<file path="src/rtl/wdg_pkg.sv">
package wdg_pkg;
  localparam int unsigned OFF_CTRL  = 0;
  localparam int unsigned OFF_COUNT = 4;
  localparam int unsigned OFF_LIMIT = 8;

  localparam logic [31:0] KEY_OPEN_W  = 32'hD928_C520;
  localparam logic [31:0] KEY_FEED_W  = 32'hB480_A602;
  localparam logic [15:0] KEY_OPEN_A  = 16'hC520;
  localparam logic [15:0] KEY_OPEN_B  = 16'hD928;
  localparam logic [15:0] KEY_FEED_A  = 16'hA602;
  localparam logic [15:0] KEY_FEED_B  = 16'hB480;

  localparam int unsigned B_ERR    = 14;
  localparam int unsigned B_WIDE   = 13;
  localparam int unsigned B_OPEN   = 11;
  localparam int unsigned B_DONE   = 10;
  localparam int unsigned B_RUN    = 7;
  localparam int unsigned B_PERMIT = 5;

  localparam logic [31:0] CTRL_WMASK = 32'h0000_23A3;
  localparam logic [31:0] CTRL_RST   = 32'h0000_2020;

  typedef enum logic [1:0] {
    HALF_NONE = 2'd0,
    HALF_OPEN = 2'd1,
    HALF_FEED = 2'd2
  } half_t;
endpackage

</file>
<file path="src/rtl/wdg_keys.sv">
module wdg_keys
  import wdg_pkg::*;
#(
  parameter int ADDR_W = 4
) (
  input  logic              clk,
  input  logic              rst,
  input  logic              wide_mode,
  input  logic              wr_en,
  input  logic [ADDR_W-1:0] wr_addr,
  input  logic [31:0]       wr_data,
  output logic              open_hit,
  output logic              feed_hit,
  output logic              err_flag
);
  half_t half_q, half_d;
  logic  cnt_wr, bad;

  assign cnt_wr = wr_en && (wr_addr == ADDR_W'(OFF_COUNT));

  always_comb begin
    open_hit = 1'b0;
    feed_hit = 1'b0;
    bad      = 1'b0;
    half_d   = half_q;
    if (cnt_wr) begin
      if (wide_mode) begin
        half_d = HALF_NONE;
        if (wr_data == KEY_OPEN_W)      open_hit = 1'b1;
        else if (wr_data == KEY_FEED_W) feed_hit = 1'b1;
        else                            bad      = 1'b1;
      end else begin
        unique case (half_q)
          HALF_OPEN: begin
            half_d = HALF_NONE;
            if (wr_data[15:0] == KEY_OPEN_B) open_hit = 1'b1;
            else                             bad      = 1'b1;
          end
          HALF_FEED: begin
            half_d = HALF_NONE;
            if (wr_data[15:0] == KEY_FEED_B) feed_hit = 1'b1;
            else                             bad      = 1'b1;
          end
          default: begin
            if (wr_data[15:0] == KEY_OPEN_A)      half_d = HALF_OPEN;
            else if (wr_data[15:0] == KEY_FEED_A) half_d = HALF_FEED;
            else begin
              half_d = HALF_NONE;
              bad    = 1'b1;
            end
          end
        endcase
      end
    end
  end

  always_ff @(posedge clk) begin
    if (rst) begin
      half_q   <= HALF_NONE;
      err_flag <= 1'b0;
    end else begin
      half_q <= half_d;
      if (bad) err_flag <= 1'b1;
    end
  end

  p_err_sticky_r5: assert property (@(posedge clk) disable iff (rst)
    err_flag |=> err_flag);
  p_half_cleared_wide_r3: assert property (@(posedge clk) disable iff (rst)
    wide_mode |=> (half_q == HALF_NONE));
endmodule

</file>
<file path="src/rtl/wdg_cfg.sv">
module wdg_cfg
  import wdg_pkg::*;
#(
  parameter int ADDR_W        = 4,
  parameter int CNT_W         = 32,
  parameter int UNLOCK_CYCLES = 255,
  parameter logic [CNT_W-1:0] LIMIT_RST = CNT_W'(1000)
) (
  input  logic              clk,
  input  logic              rst,
  input  logic              wr_en,
  input  logic [ADDR_W-1:0] wr_addr,
  input  logic [31:0]       wr_data,
  input  logic              open_hit,
  output logic [31:0]       ctrl_q,
  output logic [CNT_W-1:0]  limit_q,
  output logic              unlocked,
  output logic              done,
  output logic              frozen
);
  localparam int WIN_W = $clog2(UNLOCK_CYCLES + 1);

  logic [WIN_W-1:0] win_q;
  logic             to_ctrl, to_limit, apply, next_permit;

  assign to_ctrl     = wr_en && (wr_addr == ADDR_W'(OFF_CTRL));
  assign to_limit    = wr_en && (wr_addr == ADDR_W'(OFF_LIMIT));
  assign apply       = unlocked && (to_ctrl || to_limit);
  assign next_permit = to_ctrl ? wr_data[B_PERMIT] : ctrl_q[B_PERMIT];

  always_ff @(posedge clk) begin
    if (rst) begin
      ctrl_q   <= CTRL_RST;
      limit_q  <= LIMIT_RST;
      unlocked <= 1'b0;
      done     <= 1'b0;
      frozen   <= 1'b0;
      win_q    <= '0;
    end else if (apply) begin
      if (to_ctrl)  ctrl_q  <= wr_data & CTRL_WMASK;
      if (to_limit) limit_q <= wr_data[CNT_W-1:0];
      unlocked <= 1'b0;
      done     <= 1'b1;
      if (!next_permit) frozen <= 1'b1;
    end else if (open_hit && !frozen) begin
      unlocked <= 1'b1;
      done     <= 1'b0;
      win_q    <= '0;
    end else if (unlocked) begin
      if (win_q == WIN_W'(UNLOCK_CYCLES - 1)) unlocked <= 1'b0;
      else                                    win_q    <= win_q + 1'b1;
    end
  end

  p_cfg_needs_unlock_r4: assert property (@(posedge clk) disable iff (rst)
    !unlocked |=> ($stable(limit_q) && $stable(ctrl_q)));
  p_frozen_sticky_r6: assert property (@(posedge clk) disable iff (rst)
    frozen |=> frozen);
  p_frozen_no_open_r6: assert property (@(posedge clk) disable iff (rst)
    (frozen && !unlocked) |=> !unlocked);
endmodule

</file>
<file path="src/rtl/wdg_count.sv">
module wdg_count #(
  parameter int CNT_W = 32
) (
  input  logic             clk,
  input  logic             rst,
  input  logic             run,
  input  logic             tick_en,
  input  logic             feed,
  input  logic [CNT_W-1:0] limit,
  output logic [CNT_W-1:0] count_q,
  output logic             fire
);
  logic halted;

  always_ff @(posedge clk) begin
    if (rst) begin
      count_q <= '0;
      halted  <= 1'b0;
      fire    <= 1'b0;
    end else begin
      fire <= 1'b0;
      if (run && !halted) begin
        if (feed) begin
          count_q <= '0;
        end else if (count_q == limit) begin
          halted <= 1'b1;
          fire   <= 1'b1;
        end else if (tick_en) begin
          count_q <= count_q + 1'b1;
        end
      end
    end
  end

  p_fire_single_r8: assert property (@(posedge clk) disable iff (rst)
    fire |=> !fire);
  p_halt_freezes_r8: assert property (@(posedge clk) disable iff (rst)
    halted |=> $stable(count_q));
  p_idle_holds_r7: assert property (@(posedge clk) disable iff (rst)
    !run |=> $stable(count_q));
endmodule

</file>
<file path="src/rtl/keyed_watchdog.sv">
module keyed_watchdog
  import wdg_pkg::*;
#(
  parameter int ADDR_W        = 4,
  parameter int CNT_W         = 32,
  parameter int UNLOCK_CYCLES = 255,
  parameter logic [CNT_W-1:0] LIMIT_RST = CNT_W'(1000)
) (
  input  logic              clk,
  input  logic              rst,
  input  logic              tick_en,
  input  logic              wr_en,
  input  logic [ADDR_W-1:0] wr_addr,
  input  logic [31:0]       wr_data,
  input  logic              rd_en,
  input  logic [ADDR_W-1:0] rd_addr,
  output logic [31:0]       rd_data,
  output logic              wdog_rst
);
  logic [31:0]      ctrl_q, ctrl_view;
  logic [CNT_W-1:0] limit_q, count_q;
  logic             open_hit, feed_hit, err_flag;
  logic             unlocked, done, frozen;

  wdg_keys #(.ADDR_W(ADDR_W)) u_keys (
    .clk      (clk),
    .rst      (rst),
    .wide_mode(ctrl_q[B_WIDE]),
    .wr_en    (wr_en),
    .wr_addr  (wr_addr),
    .wr_data  (wr_data),
    .open_hit (open_hit),
    .feed_hit (feed_hit),
    .err_flag (err_flag)
  );

  wdg_cfg #(
    .ADDR_W(ADDR_W), .CNT_W(CNT_W),
    .UNLOCK_CYCLES(UNLOCK_CYCLES), .LIMIT_RST(LIMIT_RST)
  ) u_cfg (
    .clk     (clk),
    .rst     (rst),
    .wr_en   (wr_en),
    .wr_addr (wr_addr),
    .wr_data (wr_data),
    .open_hit(open_hit),
    .ctrl_q  (ctrl_q),
    .limit_q (limit_q),
    .unlocked(unlocked),
    .done    (done),
    .frozen  (frozen)
  );

  wdg_count #(.CNT_W(CNT_W)) u_count (
    .clk    (clk),
    .rst    (rst),
    .run    (ctrl_q[B_RUN]),
    .tick_en(tick_en),
    .feed   (feed_hit),
    .limit  (limit_q),
    .count_q(count_q),
    .fire   (wdog_rst)
  );

  always_comb begin
    ctrl_view         = ctrl_q & CTRL_WMASK;
    ctrl_view[B_ERR]  = err_flag;
    ctrl_view[B_OPEN] = unlocked;
    ctrl_view[B_DONE] = done;
  end

  always_ff @(posedge clk) begin
    if (rst) begin
      rd_data <= '0;
    end else if (rd_en) begin
      if (rd_addr == ADDR_W'(OFF_CTRL))       rd_data <= ctrl_view;
      else if (rd_addr == ADDR_W'(OFF_COUNT)) rd_data <= 32'(count_q);
      else if (rd_addr == ADDR_W'(OFF_LIMIT)) rd_data <= 32'(limit_q);
      else                                    rd_data <= '0;
    end
  end

  p_fire_needs_run_r8: assert property (@(posedge clk) disable iff (rst)
    $rose(wdog_rst) |-> $past(ctrl_q[B_RUN]));
endmodule

</file>
<file path="config.mk">
export PLATFORM = sky130hd
export DESIGN_NAME = keyed_watchdog
export DESIGN_NICKNAME = d
export VERILOG_FILES = /design/src/rtl/wdg_pkg.sv /design/src/rtl/wdg_keys.sv /design/src/rtl/wdg_cfg.sv /design/src/rtl/wdg_count.sv /design/src/rtl/keyed_watchdog.sv
export SDC_FILE = /design/constraint.sdc
export NUM_CORES = 1
export LEC_CHECK = 0
export ABC_AREA = 1
export BUFFER_PORTS_ARGS = -buffer_cell sky130_fd_sc_hd__buf_2
export CORE_MARGIN = 5
export CORE_UTILIZATION = 50
export CTS_BUF_LIST = sky130_fd_sc_hd__clkbuf_8
export DETAILED_ROUTE_END_ITERATION = 8
export GPL_TIMING_DRIVEN = 0
export PLACE_DENSITY = 0.76
export SLEW_MARGIN = 25
export SYNTH_ARGS = -nofsm -noshare
export SYNTH_HDL_FRONTEND = slang
export SYNTH_SLANG_ARGS = --single-unit
</file>
<file path="constraint.sdc">
create_clock -name clk -period 2.22 [get_ports clk]
set_input_delay 0.111 -clock clk [delete_from_list [all_inputs] [get_ports clk]]
set_output_delay 0.111 -clock clk [all_outputs]
set_load 0.1 [all_outputs]
</file>
# [Yosys cells after proc, flatten, opt, wreduce, memory -nomap -nowiden]
# Cells that the tools add are included.
[word_totals] reg_bits=119 inputBits=45 out_inout_bits=33 wordCells=97
[op_classes] addsub=2 n_eq_ne=16 muxes=40 n_bitwise=4 n_reduce_logical=23
[ops] op="2-to-1 mux 32 bit" n=6
[ops] op="== test 16 bit (second input constant)" n=4
[ops] op="== test 32 bit (second input constant)" n=2
[ops] op="adder 32 x 1 -> 32 bit (second input constant)" n=1
[ops] op="== test 32 bit" n=1
[ops] op="2-to-1 mux 1 bit" n=26
[ops] op="2-to-1 mux 8 bit" n=3
[ops] op="AND reduction 3 bit" n=3
[ops] op="adder 8 x 1 -> 8 bit (second input constant)" n=1
[ops] op="== test 4 x 3 -> 1 bit (second input constant)" n=2
[ops] op="== test 4 bit (second input constant)" n=2
[ops] op="== test 8 bit (second input constant)" n=1
[ops] op="zero test 4 bit" n=2
[ops] op="2-to-1 mux 2 bit" n=4
[ops] op="logical AND 1 bit" n=6
[ops] op="AND reduction 2 bit" n=3
[ops] op="nonzero test 2 bit" n=3
[ops] op="inverter 1 bit" n=4
[ops] op="OR reduction 2 bit" n=2
[ops] op="OR reduction 3 bit" n=1
[ops] op="== test 2 x 1 -> 1 bit (second input constant)" n=1
[ops] op="== test 2 bit (second input constant)" n=1
[ops] op="zero test 1 bit" n=2
[ops] op="inequality test 2 x 1 -> 1 bit (second input constant)" n=1
[ops] op="other kinds (3)" n=3

# [Logic depth before layout (Yosys ltp)]
# Gate-level depths: netlist (run 1).
[depth] depth_word=8 depth_mapped=15 depth_no_buf=14

# [Hierarchy]
# Synthesis (run 1) repeated with hierarchy kept, for this count alone.
[hier_totals] cells_unflattened=1236 hier_area_um2=7541.0
[modules_own_cells] mod="wdg_count" instances=1 cells_each=521 area_per_inst_um2=2835.2 seq_area_each_um2=680.7
[modules_own_cells] mod="wdg_cfg" instances=1 cells_each=310 area_per_inst_um2=2314.7 seq_area_each_um2=1001.0
[modules_own_cells] mod="keyed_watchdog" instances=1 cells_each=286 area_per_inst_um2=1786.7 seq_area_each_um2=640.6
[modules_own_cells] mod="wdg_keys" instances=1 cells_each=119 area_per_inst_um2=604.3 seq_area_each_um2=60.1

# [Worst setup path before layout (run 1)]
# Ideal clock, no wire load.
[synth_path] path_kind="reg-to-reg" start="reg u_count.count_q[0]" end="reg u_count.count_q[28]" setup_ns=0.070 arrival_time_ns=1.666 required_time_ns=2.150 path_slack_ns=0.483 stages_incl_launch_ff=14 n_path_buf=0 period_less_slack_ns=1.737 cell_sequence="dfxtp_1 > ha_1 > inv_1 > nor2_1 > inv_1 > nor2_1 > nand2_1 > nand2_1 > nand2_1 > inv_1 > nand2_1 > inv_1 > nand3_1 > a21oi_1"
[synth_via] elab_chain_len=4 word_cells_on_any_way=7 cone_classes="add/sub (1); eq/ne (2); mux (3); reduce/logical (1)"
[synth_rtl] element="start: declaration" line="wdg_count.sv:10" text="output logic [CNT_W-1:0] count_q,"
[synth_rtl] element="start signal: assignment" line="wdg_count.sv:29" text="count_q <= count_q + 1'b1;"
[synth_rtl] element="adder 32 x 1 -> 32 bit" line="wdg_count.sv:29"
[synth_rtl] element="2-to-1 mux 32 bit" line="wdg_count.sv:28" text="end else if (tick_en) begin"
[synth_rtl] element="2-to-1 mux 32 bit" line="wdg_count.sv:25" text="end else if (count_q == limit) begin"
[synth_rtl] element="2-to-1 mux 32 bit" line="wdg_count.sv:23" text="if (feed) begin"
# Parallel ways exist; a longest one is shown, timed or not. The select of a mux whose other input is x is not followed.
# A chain may end at the register's enable or synchronous reset.

# [Final worst setup path (run 1)]
[layout_path] start="in wr_data[26]" end="reg u_cfg.win_q[7]"
[layout_via] elab_chain_len=7 word_cells_on_any_way=9 cone_classes="eq/ne (2); mux (4); reduce/logical (3)"
[layout_rtl] element="start: declaration" line="keyed_watchdog.sv:14" text="input logic [31:0] wr_data,"
[layout_rtl] element="== test 32 bit (*)" line="wdg_keys.sv:29" text="if (wr_data == KEY_OPEN_W) open_hit = 1'b1;"
[layout_rtl] element="2-to-1 mux 1 bit (*)" line="wdg_keys.sv:29"
[layout_rtl] element="2-to-1 mux 1 bit (*)" line="wdg_keys.sv:27" text="if (wide_mode) begin"
[layout_rtl] element="2-to-1 mux 1 bit (*)" line="wdg_keys.sv:26" text="if (cnt_wr) begin"
[layout_rtl] element="logical AND 1 bit (*)" line="wdg_cfg.sv:45" text="end else if (open_hit && !frozen) begin"
[layout_rtl] element="inequality test 2 x 1 -> 1 bit (no line) / nonzero test 2 bit (equally long branches)"
[layout_rtl] element="AND reduction 3 bit (no line)"
[layout_rtl] element="end signal: assignment" line="wdg_cfg.sv:51" text="else win_q <= win_q + 1'b1;"
[layout_rtl] element="end: declaration" line="wdg_cfg.sv:23" text="logic [WIN_W-1:0] win_q;"
# Mark *: on every way between the ends. The rest lies on a longest branch, timed or not.

==> metrics.txt, run 1 <==
run status completed; WP buf/inv 4; CP peak stage delay 0.55 ns; Final Cell Area 0.008632 mm2; crit path DAT 2.40 ns; Clock transition at path regs 0.08 ns; reg2reg start u_cfg.unlocked; Worst R2R Setup Slack 0.15 ns; Yosys cell types 30; RSZ-0062 raised after global routing false; Hold Path Origin wr_data[31]; post-synthesis sequential area ratio 32.44%; chip width 131.2 um; synth top area cells dfxtp_1, nand2_1, inv_1, nor2_1, a21oi_1; row cnt 44; fillcell total 1428; crit path max fanout 9; Synth area leader dfxtp_1; yosys warns 0; antenna fix cells 0; Final ANT Viol Nets 0; dpl cell area 0.007950 mm2; Hold Fails Final Rpt 0; DR WL/cell 16.13 um; Worst Hold Path EP u_cfg.limit_q[31]; critical path cell sequence dlygate4sd3_1 > buf_2 > inv_1 > nand2_1 > nor2_1 > nand2_1 > nor2_1 > nand2_1 > nand2_1 > nand4_1 > nand2_2 > inv_1 > nand2_1 > a21oi_1; Overflow after GRT 0; LEAKAGE 0.003874 uW; Die Area 0.01721 mm2; Yosys reg bits 119; I/O Buffers 75; Initial Util 50.73%; WP data required 2.54 ns; CTS tree done; Tmin final 2.081 ns; R2R depth 6; post-synthesis async set-or-reset flop share 0%; maximum clock path buffer count 2; Worst path most repeated cell nand2_1; Post-synth top flop dfxtp_1; root buffer cell clkbuf_8; most common cell in the synthesized netlist nand2_1; initial antenna violation count 0; f_max 480.6 MHz; Slew @ Worst Pin 0.8245 ns; cts bufs inserted 17; Syn Nets 1265; maximum VDD drop 565.9 uV; number of global-route vias before repair 7428; Rel. slew slack 45.03%; Layout Nets 1386; htree depth 4; core box area 0.01448 mm2; area grow syn2layout 17.53%; IO Count 78; CP Capture Type flip-flop; period utilisation layout 93.73%; Slowest cell on crit path dlygate4sd3_1; Hold Path Stages 3; Worst Skew 0.01391 ns; Final Setup Violations 0; Syn Inst Count 1215; WS Path Type in -> reg; post-DP HPWL 18760 um; first-pass GRT wire length 39070 um; critical path startpoint category input pin; drt pass-1 iters 6; most frequent cells after synthesis nand2_1, inv_1, nor2_1; Vias 8206; hold crit path type in -> reg; final slew viol count 0; r2r endpoint u_cfg.limit_q[31]; Post-Route Utilization 59.62%; DRT iter0 DRCs 883; DR vias/cell 5.353; Mean Syn Cell Area 6.045 um2; Netlist Area Pre-Place 0.007345 mm2; Cell Pwr Density 525.6 mW/mm2; largest net degree at the start of global routing 17; drt total wl 24730 um; clk_lat worst skew 0.47 ns; die height 131.2 um; max-cap viol count 0; number of synthesized flops with an enable pin 0; Tot GR Track Use 28.13%; share of cells above drive strength 1 11.79%; Sink Count 119; CP top delay family simple AND/OR/NAND/NOR gates; residual DRC count 0; area share of the largest cell type after synthesis 32.44%; routability-driven placement congestion ratio 0.9864
[routing by layer]
layer / share of wire, % / GRT usage [%] / vias to the layer above / wire [um]
li1: - / - / 4076 / -
met5: 0 / 0 / - / 0
met3: 11 / 7.913 / 60 / 2606
met4: 3.4 / 11.43 / 0 / 852
met2: 43 / 41.96 / 415 / 10690
met1: 43 / 38.29 / 3655 / 10580
[kinds of logic after synthesis]
group / after synthesis / share of synthesized area [%]
AND/OR/NAND/NOR: 638 / 35.62
buffers and inverters: 214 / 11.87
AO/OA/AOI/OAI: 199 / 14.45
flip-flops: 119 / 32.44
XOR/XNOR: 40 / 4.770
adder cells (fa/ha/maj): 5 / 0.8518
[state kept, by name, indices dropped and copies added (netlist names)]
register,flops
u_keys.half_q,2
u_cfg.unlocked,1
u_keys.err_flag,1
u_count.fire,1
u_count.count_q,32
u_count.halted,1
u_cfg.done,1
u_cfg.limit_q,32
u_cfg.win_q,8
u_cfg.ctrl_q,7
rd_data,32
u_cfg.frozen,1
[worst max path at each step]
stage | startpoint | cells past startpoint | end
3_5_place_dp | u_count.count_q[0] | 13 | u_count.count_q[28]
4_1_cts | u_count.count_q[0] | 13 | u_count.count_q[28]
3_3_place_gp | u_count.count_q[0] | 13 | u_count.count_q[28]
6_report | wr_data[26] | 14 | u_cfg.win_q[7]
5_1_grt | wr_data[23] | 14 | u_cfg.win_q[3]
2_1_floorplan | u_count.count_q[0] | 13 | u_count.count_q[28]
[where the power goes]
| part | total (uW) | leakage, uW | internal (uW) | switching [uW] |
|---|---|---|---|---|
| Clock | 1980 | 0.000189 | 987 | 990 |
| Sequential | 2150 | 0.000961 | 2140 | 5.55 |
| Combinational | 411 | 0.00272 | 117 | 294 |
[area by class of cell]
type / count / area, um2 / area share [%]
multi-input combinational: 882 / 4108 / 47.59
buffer: 55 / 275.3 / 3.189
clock inverter: 12 / 117.6 / 1.363
timing repair buffer: 102 / 645.6 / 7.479
clock buffer: 20 / 275.3 / 3.189
tap: 184 / 230.2 / 2.667
inverter: 159 / 596.8 / 6.914
sequential: 119 / 2384 / 27.61
[tightest hold or removal path: cells and delay by family]
family	cells	cell delay, ns
AOI/OAI and AO/OA	2	0.20
buffers and inverters	1	0.12
[through the flow]
stage	setup TNS [ns]	setup slack, ns	hold slack, ns	cells	power [uW]
after floorplan	0	0.4835	0.2374	1215	2423
after global placement	0	0.01523	0.3786	1474	2560
after detailed placement	-0.04194	-0.03539	0.3871	1474	2562
after CTS	0	0.03329	0.0002907	1533	4532
after global routing	0	0.01202	0.02060	1533	4675
final	0	0.1391	0.005045	1533	4537
[timing repair]
item,4_1_cts,5_1_grt
hold buffers,27,0
buffers inserted,0,0
resized for setup,1,5
setup endpoints to repair,2,30
endpoints found under the hold margin,33,0
[layout by cell type (no fill, tap or decap), drive strengths merged, types with 5 or more instances in the layout]
cell type | synthesis | routed
nand2 | 379 | 379
inv | 158 | 162
nor2 | 144 | 144
dfxtp | 119 | 119
a21oi | 103 | 103
buf | 21 | 96
nand3 | 95 | 95
o21ai | 61 | 61
clkbuf | 34 | 54
dlygate4sd3 | 0 | 27
xor2 | 21 | 21
xnor2 | 19 | 19
o22ai | 17 | 17
nand4 | 14 | 14
o211ai | 12 | 12
nor3 | 5 | 5
ha | 5 | 5
Power figures use the tool's default switching activity.
==> run 2: changes to the inputs <==
--- a/config.mk
+++ b/config.mk
@@ -11,8 +11,9 @@
 export CORE_UTILIZATION = 50
 export CTS_BUF_LIST = sky130_fd_sc_hd__clkbuf_8
 export DETAILED_ROUTE_END_ITERATION = 8
-export GPL_TIMING_DRIVEN = 0
+export GPL_TIMING_DRIVEN = 1
 export PLACE_DENSITY = 0.76
+export REMOVE_ABC_BUFFERS = 1
 export SLEW_MARGIN = 25
 export SYNTH_ARGS = -nofsm -noshare
 export SYNTH_HDL_FRONTEND = slang
==> run 2 against run 1 <==
Effect of this change: die area did not move; non-clock buffer count is 22 lower; utilization grew 0.28 points; via count is 2.6% lower; final area grew 0.46%; wire length is 11% lower; critical path type is now reg -> reg; critical endpoint is now u_count.count_q[13]; largest power group is now the clock network.
==> metrics.txt, run 2 (same netlist as run 1, synthesis figures left out) <==
run status completed; DRT iter0 DRCs 730; Initial Util 50.73%; I/O Buffers 77; Slew @ Worst Pin 0.8559 ns; critical path startpoint category flip-flop; maximum VDD drop 440.4 uV; Hold Fails Final Rpt 0; CTS tree done; RSZ-0062 raised after global routing false; WP buf/inv 1; Post-Route Utilization 59.89%; final slew viol count 0; f_max 498.7 MHz; critical path cell sequence inv_1 > nand2_1 > nand4_1 > nor2_1 > nand2_1 > nor2_1 > nand2_1 > nand2_1 > nand2_4 > nand3_1 > a21oi_1; WS Path Type reg -> reg; Vias 7992; maximum clock path buffer count 2; antenna fix cells 0; multi-input logic area 0.004103 mm2; DR vias/cell 5.289; residual DRC count 0; CP Capture Point u_count.count_q[13]; post-DP HPWL 15640 um; max-cap viol count 0; Critical Path Stages 11; Die Area 0.01721 mm2; fillcell total 1418; drt pass-1 iters 6; WP data required 2.53 ns; Worst R2R Setup Slack 0.21 ns; die height 131.2 um; LEAKAGE 0.003918 uW; root buffer cell clkbuf_8; Tot GR Track Use 25.21%; period utilisation layout 90.32%; register area 0.002389 mm2; Rel. slew slack 42.88%; Layout Nets 1364; drt total wl 22040 um; share of cells above drive strength 1 12.36%; Final Setup Violations 0; Final Total Pwr 4709 uW; Clock transition at path regs 0.07 ns; largest registers rd_data: 32 flops, u_cfg.limit_q: 32 flops, u_count.count_q: 32 flops; DR WL/cell 14.59 um; commonest non-fill, non-tap cells in the layout nand2_1, inv_1, nor2_1; R2R depth 11; clk_lat worst skew 0.45 ns; setup ws final 0.2149 ns; Worst path most repeated cell nand2_1; hold crit path type in -> reg; crit path max fanout 32; chip width 131.2 um; reg2reg start u_count.count_q[22]; Cell Pwr Density 543.0 mW/mm2; Tmin final 2.005 ns; core box area 0.01448 mm2; hold slack 0.06702 ns; cts bufs inserted 17; htree depth 4; row cnt 44; routability-driven placement congestion ratio 0.9512; Slowest cell on crit path dfxtp_1; crit path DAT 2.31 ns; most common cell after layout, fill and taps aside nand2_1; initial antenna violation count 0; Overflow after GRT 0; CP Capture Type flip-flop; r2r endpoint u_count.count_q[13]; dpl ws 0.2076 ns; IO Count 78; number of global-route vias before repair 7382; largest net degree at the start of global routing 62; Sink Count 119; CP peak stage delay 0.46 ns; CP top delay family simple AND/OR/NAND/NOR gates; Final ANT Viol Nets 0; area grow syn2layout 18.07%; Worst Skew 0.009000 ns; critical path launch point u_count.count_q[22]; first-pass GRT wire length 36310 um
-- run 2: cell count changes in the layout (fill, tap and decap cells not counted), moves of 3 or more --
| cell | before | now |
|---|---|---|
| clkbuf_1 | 30 | 0 |
| buf_4 | 0 | 25 |
| buf_2 | 90 | 77 |
| buf_6 | 6 | 0 |
| clkbuf_2 | 4 | 0 |
| dfxtp_1 | 118 | 114 |
| dfxtp_2 | 1 | 5 |
| dlygate4sd3_1 | 27 | 31 |
| bufinv_16 | 1 | 4 |
| inv_6 | 4 | 1 |
-- run 2: worst min-delay path by stage --
stage | startpoint | to | slack [ns] | depth (start not counted)
2_1_floorplan | rst | u_count.count_q[31] | 0.17 | 1
3_3_place_gp | wr_data[19] | u_cfg.limit_q[19] | 0.38 | 3
3_5_place_dp | wr_data[19] | u_cfg.limit_q[19] | 0.38 | 3
4_1_cts | wr_data[21] | u_cfg.limit_q[21] | 0.06 | 3
5_1_grt | wr_data[21] | u_cfg.limit_q[21] | 0.07 | 3
6_report | wr_data[21] | u_cfg.limit_q[21] | 0.07 | 3
-- run 2: timing repair --
action	in CTS	in global routing
buffers inserted	0	3
hold buffers	31	0
endpoints found under the setup margin	0	11
endpoints found under the hold margin	37	0
resized for setup	0	6
-- run 2: worst register-to-register path, stage by stage (launching register included) --
cell     delay [ns]
dfxtp_1        0.46
inv_1          0.13
nand2_1        0.10
nand4_1        0.10
nor2_1         0.16
nand2_1        0.07
nor2_1         0.16
nand2_1        0.07
nand2_1        0.13
nand2_4        0.24
nand3_1        0.18
a21oi_1        0.08
-- run 2: cell type report --
class | count | share of cell area [%]
clock buffers | 18 | 2.857
clock inverters | 14 | 2.106
inverters | 159 | 6.882
multi-input cells | 882 | 47.31
flip-flops and latches | 119 | 27.54
well taps | 184 | 2.655
repair buffers | 135 | 10.65
-- run 2: power breakdown --
group	total, uW	internal [uW]	switching, uW	leakage, uW
registers	2150	2140	4.60	0.000963
clock network	2170	1240	931	0.000217
logic	388	116	272	0.00274
-- run 2: stage by stage --
| stage | area [um2] | setup TNS (ns) | std cells |
|---|---|---|---|
| final | 8672 | 0 | 1511 |
| after global routing | 8672 | 0 | 1511 |
| after CTS | 8628 | 0 | 1508 |
| after detailed placement | 7888 | 0 | 1445 |
| after global placement | 7888 | 0 | 1445 |
| after floorplan | 7069 | -7.609 | 1160 |
-- run 2: routing by layer --
metal,track usage (%),vias to the layer above,part of all wire [%]
met2,41.85,309,47
met5,0,-,0
li1,-,4036,-
met4,10.39,0,3.8
met1,31.91,3583,43
met3,5.199,64,6.4
